===== config.mk =====
export PLATFORM = sky130hd
export DESIGN_NAME = phy_irq_status_reg
export DESIGN_NICKNAME = d
export VERILOG_FILES = /design/src/rtl/phy_isr_pkg.sv /design/src/rtl/isr_edge_capture.sv /design/src/rtl/isr_status_bank.sv /design/src/rtl/isr_enable_reg.sv /design/src/rtl/isr_irq_gen.sv /design/src/rtl/phy_irq_status_reg.sv
export SDC_FILE = /design/constraint.sdc
export NUM_CORES = 1
export LEC_CHECK = 0
export CORE_AREA = 2 2 48 50
export DETAILED_ROUTE_END_ITERATION = 10
export DIE_AREA = 0 0 50 52
export PLACE_DENSITY_LB_ADDON = 0.05
export SYNTH_ARGS = -nofsm -noshare
export SYNTH_HDL_FRONTEND = slang
export SYNTH_SLANG_ARGS = --single-unit

===== constraint.sdc =====
create_clock -name clk -period 0.85 [get_ports clk]
set_input_delay 0.17 -clock clk [delete_from_list [all_inputs] [get_ports clk]]
set_output_delay 0.17 -clock clk [all_outputs]
set_load 0.01 [all_outputs]

===== src/rtl/phy_isr_pkg.sv =====
// Package: shared sizes, flag positions and trigger kinds for the PHY
// interrupt status register. Assumes eight events, one per status bit.
package phy_isr_pkg;

    localparam int NUM_EV   = 8;
    localparam int REG_W    = 2 * NUM_EV;

    localparam int B_JABBER = 7;
    localparam int B_RXERR  = 6;
    localparam int B_PAGE   = 5;
    localparam int B_PDF    = 4;
    localparam int B_LPACK  = 3;
    localparam int B_LINK   = 2;
    localparam int B_RFAULT = 1;
    localparam int B_ANDONE = 0;

    typedef logic [NUM_EV-1:0] ev_vec_t;

    typedef enum logic [1:0] {
        TRIG_LEVEL = 2'd0,
        TRIG_RISE  = 2'd1,
        TRIG_ANY   = 2'd2
    } trig_e;

    // Trigger kind for each status bit position.
    function automatic trig_e trig_of(input int bitpos);
        if (bitpos == B_RXERR)     return TRIG_RISE;
        else if (bitpos == B_LINK) return TRIG_ANY;
        else                       return TRIG_LEVEL;
    endfunction

endpackage


===== src/rtl/isr_edge_capture.sv =====
// Module: turns raw event inputs into per-cycle set requests.
// Level-triggered bits pass straight through. Rise and any-edge bits
// compare against a one-cycle delayed copy, which is loaded from the
// input during reset so that reset release shows no false edge.
// Assumes all inputs are synchronous to clk.
module isr_edge_capture
    import phy_isr_pkg::*;
#(
    parameter int N = NUM_EV
) (
    input  logic         clk,
    input  logic         rst_n,
    input  logic [N-1:0] raw,
    output logic [N-1:0] hit
);

    for (genvar i = 0; i < N; i++) begin : g_bit
        if (trig_of(i) == TRIG_LEVEL) begin : g_level
            assign hit[i] = raw[i];
        end else begin : g_edge
            logic dly;

            // Delayed copy; follows the input during and after reset.
            always_ff @(posedge clk) begin
                if (!rst_n) dly <= raw[i];
                else        dly <= raw[i];
            end

            if (trig_of(i) == TRIG_RISE) begin : g_rise
                assign hit[i] = raw[i] & ~dly;
            end else begin : g_any
                assign hit[i] = raw[i] ^ dly;
            end
        end
    end

endmodule


===== src/rtl/isr_status_bank.sv =====
// Module: sticky status flags. A flag sets on its hit and holds until
// a clearing read. A hit in the read cycle wins over the clear.
module isr_status_bank
    import phy_isr_pkg::*;
#(
    parameter int N = NUM_EV
) (
    input  logic         clk,
    input  logic         rst_n,
    input  logic [N-1:0] hit,
    input  logic         rd_clr,
    output logic [N-1:0] status
);

    for (genvar i = 0; i < N; i++) begin : g_flag
        // One sticky flag: set on hit, cleared by a read without a hit.
        always_ff @(posedge clk) begin
            if (!rst_n)       status[i] <= 1'b0;
            else if (hit[i])  status[i] <= 1'b1;
            else if (rd_clr)  status[i] <= 1'b0;
        end
    end

    // Flags only drop on a read.
    assert_sticky_R3: assert property (@(posedge clk) disable iff (!rst_n)
        !rd_clr |=> ((status & $past(status)) == $past(status)));

    // A hit during a read survives it.
    assert_hit_survives_read_R5: assert property (@(posedge clk) disable iff (!rst_n)
        (rd_clr && (hit != '0)) |=> ((status & $past(hit)) == $past(hit)));

endmodule


===== src/rtl/isr_enable_reg.sv =====
// Module: the enable byte. It loads from the write data on a write
// strobe and holds otherwise.
module isr_enable_reg
    import phy_isr_pkg::*;
#(
    parameter int N = NUM_EV
) (
    input  logic         clk,
    input  logic         rst_n,
    input  logic         wr,
    input  logic [N-1:0] wdata,
    output logic [N-1:0] en
);

    // Enable storage, loaded only by a write.
    always_ff @(posedge clk) begin
        if (!rst_n)  en <= '0;
        else if (wr) en <= wdata;
    end

    assert_en_hold_R2: assert property (@(posedge clk) disable iff (!rst_n)
        !wr |=> $stable(en));

endmodule


===== src/rtl/isr_irq_gen.sv =====
// Module: registered interrupt level. irq is high in the cycle after
// any flag and its enable were both one.
module isr_irq_gen
    import phy_isr_pkg::*;
#(
    parameter int N = NUM_EV
) (
    input  logic         clk,
    input  logic         rst_n,
    input  logic [N-1:0] status,
    input  logic [N-1:0] en,
    output logic         irq
);

    logic pend;
    assign pend = |(status & en);

    // Output register for the interrupt level.
    always_ff @(posedge clk) begin
        if (!rst_n) irq <= 1'b0;
        else        irq <= pend;
    end

endmodule


===== src/rtl/phy_irq_status_reg.sv =====
// Module: top of the PHY interrupt status/enable register. It captures
// eight events as sticky flags (low byte), holds per-flag enables (high
// byte) and drives a registered interrupt. A read returns the whole
// register and clears the flags. A write loads only the enables.
// Assumes the strobes and events are synchronous to clk.
module phy_irq_status_reg
    import phy_isr_pkg::*;
(
    input  logic             clk,
    input  logic             rst_n,
    input  logic             rd_stb,
    input  logic             wr_stb,
    input  logic [REG_W-1:0] wr_data,
    input  logic             ev_jabber,
    input  logic             rx_err,
    input  logic             ev_page_rx,
    input  logic             ev_pd_fault,
    input  logic             ev_lp_ack,
    input  logic             link_ok,
    input  logic             ev_remote_fault,
    input  logic             ev_an_done,
    output logic [REG_W-1:0] rd_data,
    output logic             irq
);

    ev_vec_t raw_ev;
    ev_vec_t hit;
    ev_vec_t status;
    ev_vec_t en;

    // Place each event at its register bit.
    always_comb begin
        raw_ev           = '0;
        raw_ev[B_JABBER] = ev_jabber;
        raw_ev[B_RXERR]  = rx_err;
        raw_ev[B_PAGE]   = ev_page_rx;
        raw_ev[B_PDF]    = ev_pd_fault;
        raw_ev[B_LPACK]  = ev_lp_ack;
        raw_ev[B_LINK]   = link_ok;
        raw_ev[B_RFAULT] = ev_remote_fault;
        raw_ev[B_ANDONE] = ev_an_done;
    end

    isr_edge_capture #(.N(NUM_EV)) u_edge (
        .clk   (clk),
        .rst_n (rst_n),
        .raw   (raw_ev),
        .hit   (hit)
    );

    isr_status_bank #(.N(NUM_EV)) u_status (
        .clk    (clk),
        .rst_n  (rst_n),
        .hit    (hit),
        .rd_clr (rd_stb),
        .status (status)
    );

    isr_enable_reg #(.N(NUM_EV)) u_enable (
        .clk   (clk),
        .rst_n (rst_n),
        .wr    (wr_stb),
        .wdata (wr_data[REG_W-1:NUM_EV]),
        .en    (en)
    );

    isr_irq_gen #(.N(NUM_EV)) u_irq (
        .clk    (clk),
        .rst_n  (rst_n),
        .status (status),
        .en     (en),
        .irq    (irq)
    );

    assign rd_data = {en, status};

    // A steady-high receive error sets nothing.
    assert_rxerr_level_quiet_R6: assert property (@(posedge clk) disable iff (!rst_n)
        (rx_err && $past(rx_err) && !rd_stb) |=> (status[B_RXERR] == $past(status[B_RXERR])));

    // Any change of link_ok leaves the link flag set.
    assert_link_change_sets_R7: assert property (@(posedge clk) disable iff (!rst_n)
        (link_ok != $past(link_ok)) |=> status[B_LINK]);

    // irq follows the previous cycle's enabled flags seen on rd_data.
    assert_irq_follows_R9: assert property (@(posedge clk) disable iff (!rst_n)
        irq == $past(|(rd_data[REG_W-1:NUM_EV] & rd_data[NUM_EV-1:0])));

endmodule


==> results by group, run 1 <==
Logic synthesis
  • Syn_nets: slightly below 90
  • Synth top area share: a little under three fifths
  • Warnings from Yosys: 0
  • Synth top area cells: dfxtp_1 56%, mux2i_1 12%, o21a_1 6.6%
  • Register area share after synthesis: a little under three fifths
  • Mapped Cells: 61
  • Avg Cell Area, Syn: around 11 um^2
  • Post-synth cell types: 13
  • Dominant cell type by area after synthesis: dfxtp_1
  • Seq cells post-synth: 19
  • Post-Synthesis Cell Area: slightly below 700 um^2

Critical path
  • Crit-path cells: buf_4 -> a22oi_2 -> a41oi_2
  • Worst Reg-to-Reg Cells: 3
  • Crit-path max FO: 2
  • CP max stage delay: between 0.3 and 0.4 ns
  • WS Path Type: flop to flop
  • R2R Path Start: u_status.status[1]$_SDFFE_PN0P_
  • Critical path's top delay family: flip-flops
  • Crit path required time: roughly 1.0 ns
  • CP bufs+invs: 1
  • Critical path launch point type: flop
  • Worst reg2reg endpoint: u_irq.irq$_SDFF_PN0_
  • R2R Setup Slk: -0.07 ns
  • Worst Setup End Kind: flop
  • CP max stage cell: dfxtp_2
  • Arrival time worst endpoint: about 1.1 ns

Timing
  • Slew @ Worst Pin: 0.190 ns
  • Setup violators final: 18
  • Max-slew violations: 0
  • RSZ-0062 raised after global routing: true
  • Setup ws final: -0.0700 ns
  • Crit share post-route: 108%
  • Worst rel slew slack: slightly below 90%
  • Min Tclk post-route: around 0.92 ns
  • Max Freq: about 1100 MHz
  • Hold Vio Cnt, Final: 0
  • Clk_skew: around 0.0051 ns

Clock network
  • Max clock buf depth: 2
  • TritonCTS Sinks: 19
  • CTS tree: yes
  • CTS Buf Count: 3
  • Htree depth: 1
  • Hold_buf cts: 0
  • Setup Buffers After CTS: 0
  • Worst-path clk slew: 0.10 ns
  • Root Driver: clkbuf_4
  • Clock Latency Late Sink: approximately 0.29 ns

Routing
  • DR vias: ~660
  • Detailed-route DRC error count: 0
  • Avg Vias per Cell: between 4 and 5
  • WL final: 1790 um
  • DR WL/cell: 12.0 um
  • Final ANT Viol Nets: 0
  • Initial DRC count: 10
  • 1st-pass router iterations: 5

Global route
  • Met2 GRT Util: around 29%
  • Pin count of the biggest net entering global routing: 11
  • Met3 usage: roughly 2.9%
  • GR peak layer: met2
  • Total Routing Usage GR: 15.6%
  • Met1 usage in global routing: 16.4%
  • Number of global-route vias before repair: 673
  • Antenna violations before repair: 0
  • First-pass GRT wire length: ~2900 um
  • Grt ovf: 0

Final layout
  • Antenna fix cells: 0
  • Area delta synth->final: 100%
  • Most common library cell in the layout ignoring fill and taps: buf_6
  • Commonest non-fill, non-tap cells in the layout: 22 x buf_6, 18 x clkdlybuf4s50_1, 16 x dfxtp_2, 15 x buf_4
  • Nets@finish: 150
  • Layout cell share with drive strength beyond 1: 56.2%

Floorplan
  • Initial Utilization: between 30% and 40%
  • FP Rows: 17
  • Die ar.: ~2600 um^2
  • I/O Pins: between 40 and 50
  • Die height: ~52 um
  • Core footprint: about 2100 um^2
  • Die width: 50 um

Outcome
  • Status: complete, but fails checks
  • Failing checks: setup timing

Hold path
  • Critical hold path startpoint: rx_err
  • Hold Crit Class: input pin to flop
  • Hold depth: 1
  • Hold worst-path end: u_edge.g_bit[6].g_edge.dly$_DFF_P_

Power
  • Pwr dens: 1400 nW/um^2
  • Pwr Total: approximately 1.9 mW
  • Worst VDD drop: around 1.0 mV
  • Leak: about 0.59 nW

Placement
  • Dpl ws: -0.331 ns
  • Port Buf Inserts: 36
  • Routability Congestion: 0.765
  • DP Wirelength: 1270 um

Job
  • Max cap viols: 0
-- worst max path at each step --
stage	from	end	slack, ns	cells after the start
after global placement	wr_stb	u_enable.en[7]$_SDFFE_PN0P_	-0.32	4
after floorplan	u_enable.en[4]$_SDFFE_PN0P_	u_irq.irq$_SDFF_PN0_	0.1	2
after global routing	u_status.status[4]$_SDFFE_PN0P_	rd_data[4]	-0.12	1
final	u_status.status[1]$_SDFFE_PN0P_	u_irq.irq$_SDFF_PN0_	-0.07	3
after detailed placement	wr_stb	u_enable.en[7]$_SDFFE_PN0P_	-0.33	4
after CTS	u_enable.en[6]$_SDFFE_PN0P_	rd_data[14]	-0.08	1
-- cells by family after synthesis --
kind of cell / count (synthesis) / share of synthesized area (%)
AOI/OAI and AO/OA: 13 / 14.9
DFF: 19 / 56.0
xor gates and xnor gates: 1 / 1.29
and+or+nand+nor: 17 / 12.7
muxes: 8 / 11.8
buffers and inverters: 3 / 3.31
-- stage by stage --
step | util [%] | instance area, um^2 | hold slack (ns) | cells | TNS [ns]
2_1_floorplan | - | 679 | 0.198 | 61 | 0
3_3_place_gp | 58.6 | 1230 | 0.482 | 145 | -7.28
3_5_place_dp | 58.6 | 1230 | 0.484 | 145 | -7.45
4_1_cts | 62.9 | 1330 | 0.333 | 149 | -1.35
5_1_grt | 64.5 | 1360 | 0.332 | 149 | -1.92
6_report | 64.5 | 1360 | 0.350 | 149 | -1.03
-- what timing repair did --
action | 4_1_cts | 5_1_grt
resized for setup | 107 | 8
pin swaps | 2 | 6
setup endpoints to repair | 20 | 24
-- worst reg2reg max path, delay by kind of cell (launching register included) --
family,cells,cell delay [ns]
buffers and inverters,1,0.13
DFF,1,0.34
AOI/OAI and AO/OA,2,0.31
-- flip-flops by register name (all words and copies together) (netlist names) --
| name | cells |
|---|---|
| u_edge.g_bit.g_edge.dly | 2 |
| u_status.status | 8 |
| u_enable.en | 8 |
| u_irq.irq | 1 |
-- layer usage --
layer  vias up  routed length (um)
met5         -                   0
met4         0                  18
met3         2                 102
met2        28                 934
met1       296                 736
li1        332                   -
-- layout make-up --
cell class              count  area, um^2
repair buffers             58         574
flip-flops and latches     19         400
clock buffers               4        26.3
inverters                   1        3.75
well taps                  28        35.0
fillers                   175         747
multi-input cells          39         319
-- cell usage after synthesis --
master,count
a21oi_2,2
buf_6,1
o21a_1,6
inv_2,1
a22oi_1,4
nor2_1,8
buf_4,1
a41oi_1,1
nor2b_1,6
dfxtp_1,19
mux2i_1,8
xnor2_1,1
nand2b_1,3
-- power by group --
part / internal, mW / switching [mW] / leakage [nW]
sequential: 0.957 / 0.0390 / 0.163
clock: 0.182 / 0.250 / 0.0150
combinational: 0.318 / 0.159 / 0.417
total: 1.46 / 0.448 / 0.594
No activity file was read; power rests on OpenSTA's default activity.
==> inputs of run 2 (changes only) <==
--- a/config.mk
+++ b/config.mk
@@ -8,7 +8,9 @@
 export CORE_AREA = 2 2 48 50
 export DETAILED_ROUTE_END_ITERATION = 10
 export DIE_AREA = 0 0 50 52
+export GPL_ROUTABILITY_DRIVEN = 0
 export PLACE_DENSITY_LB_ADDON = 0.05
+export SKIP_LAST_GASP = 1
 export SYNTH_ARGS = -nofsm -noshare
 export SYNTH_HDL_FRONTEND = slang
 export SYNTH_SLANG_ARGS = --single-unit
==> results of run 2 <==
Same layout as run 1: the final DEF is identical, and so are final timing and power.
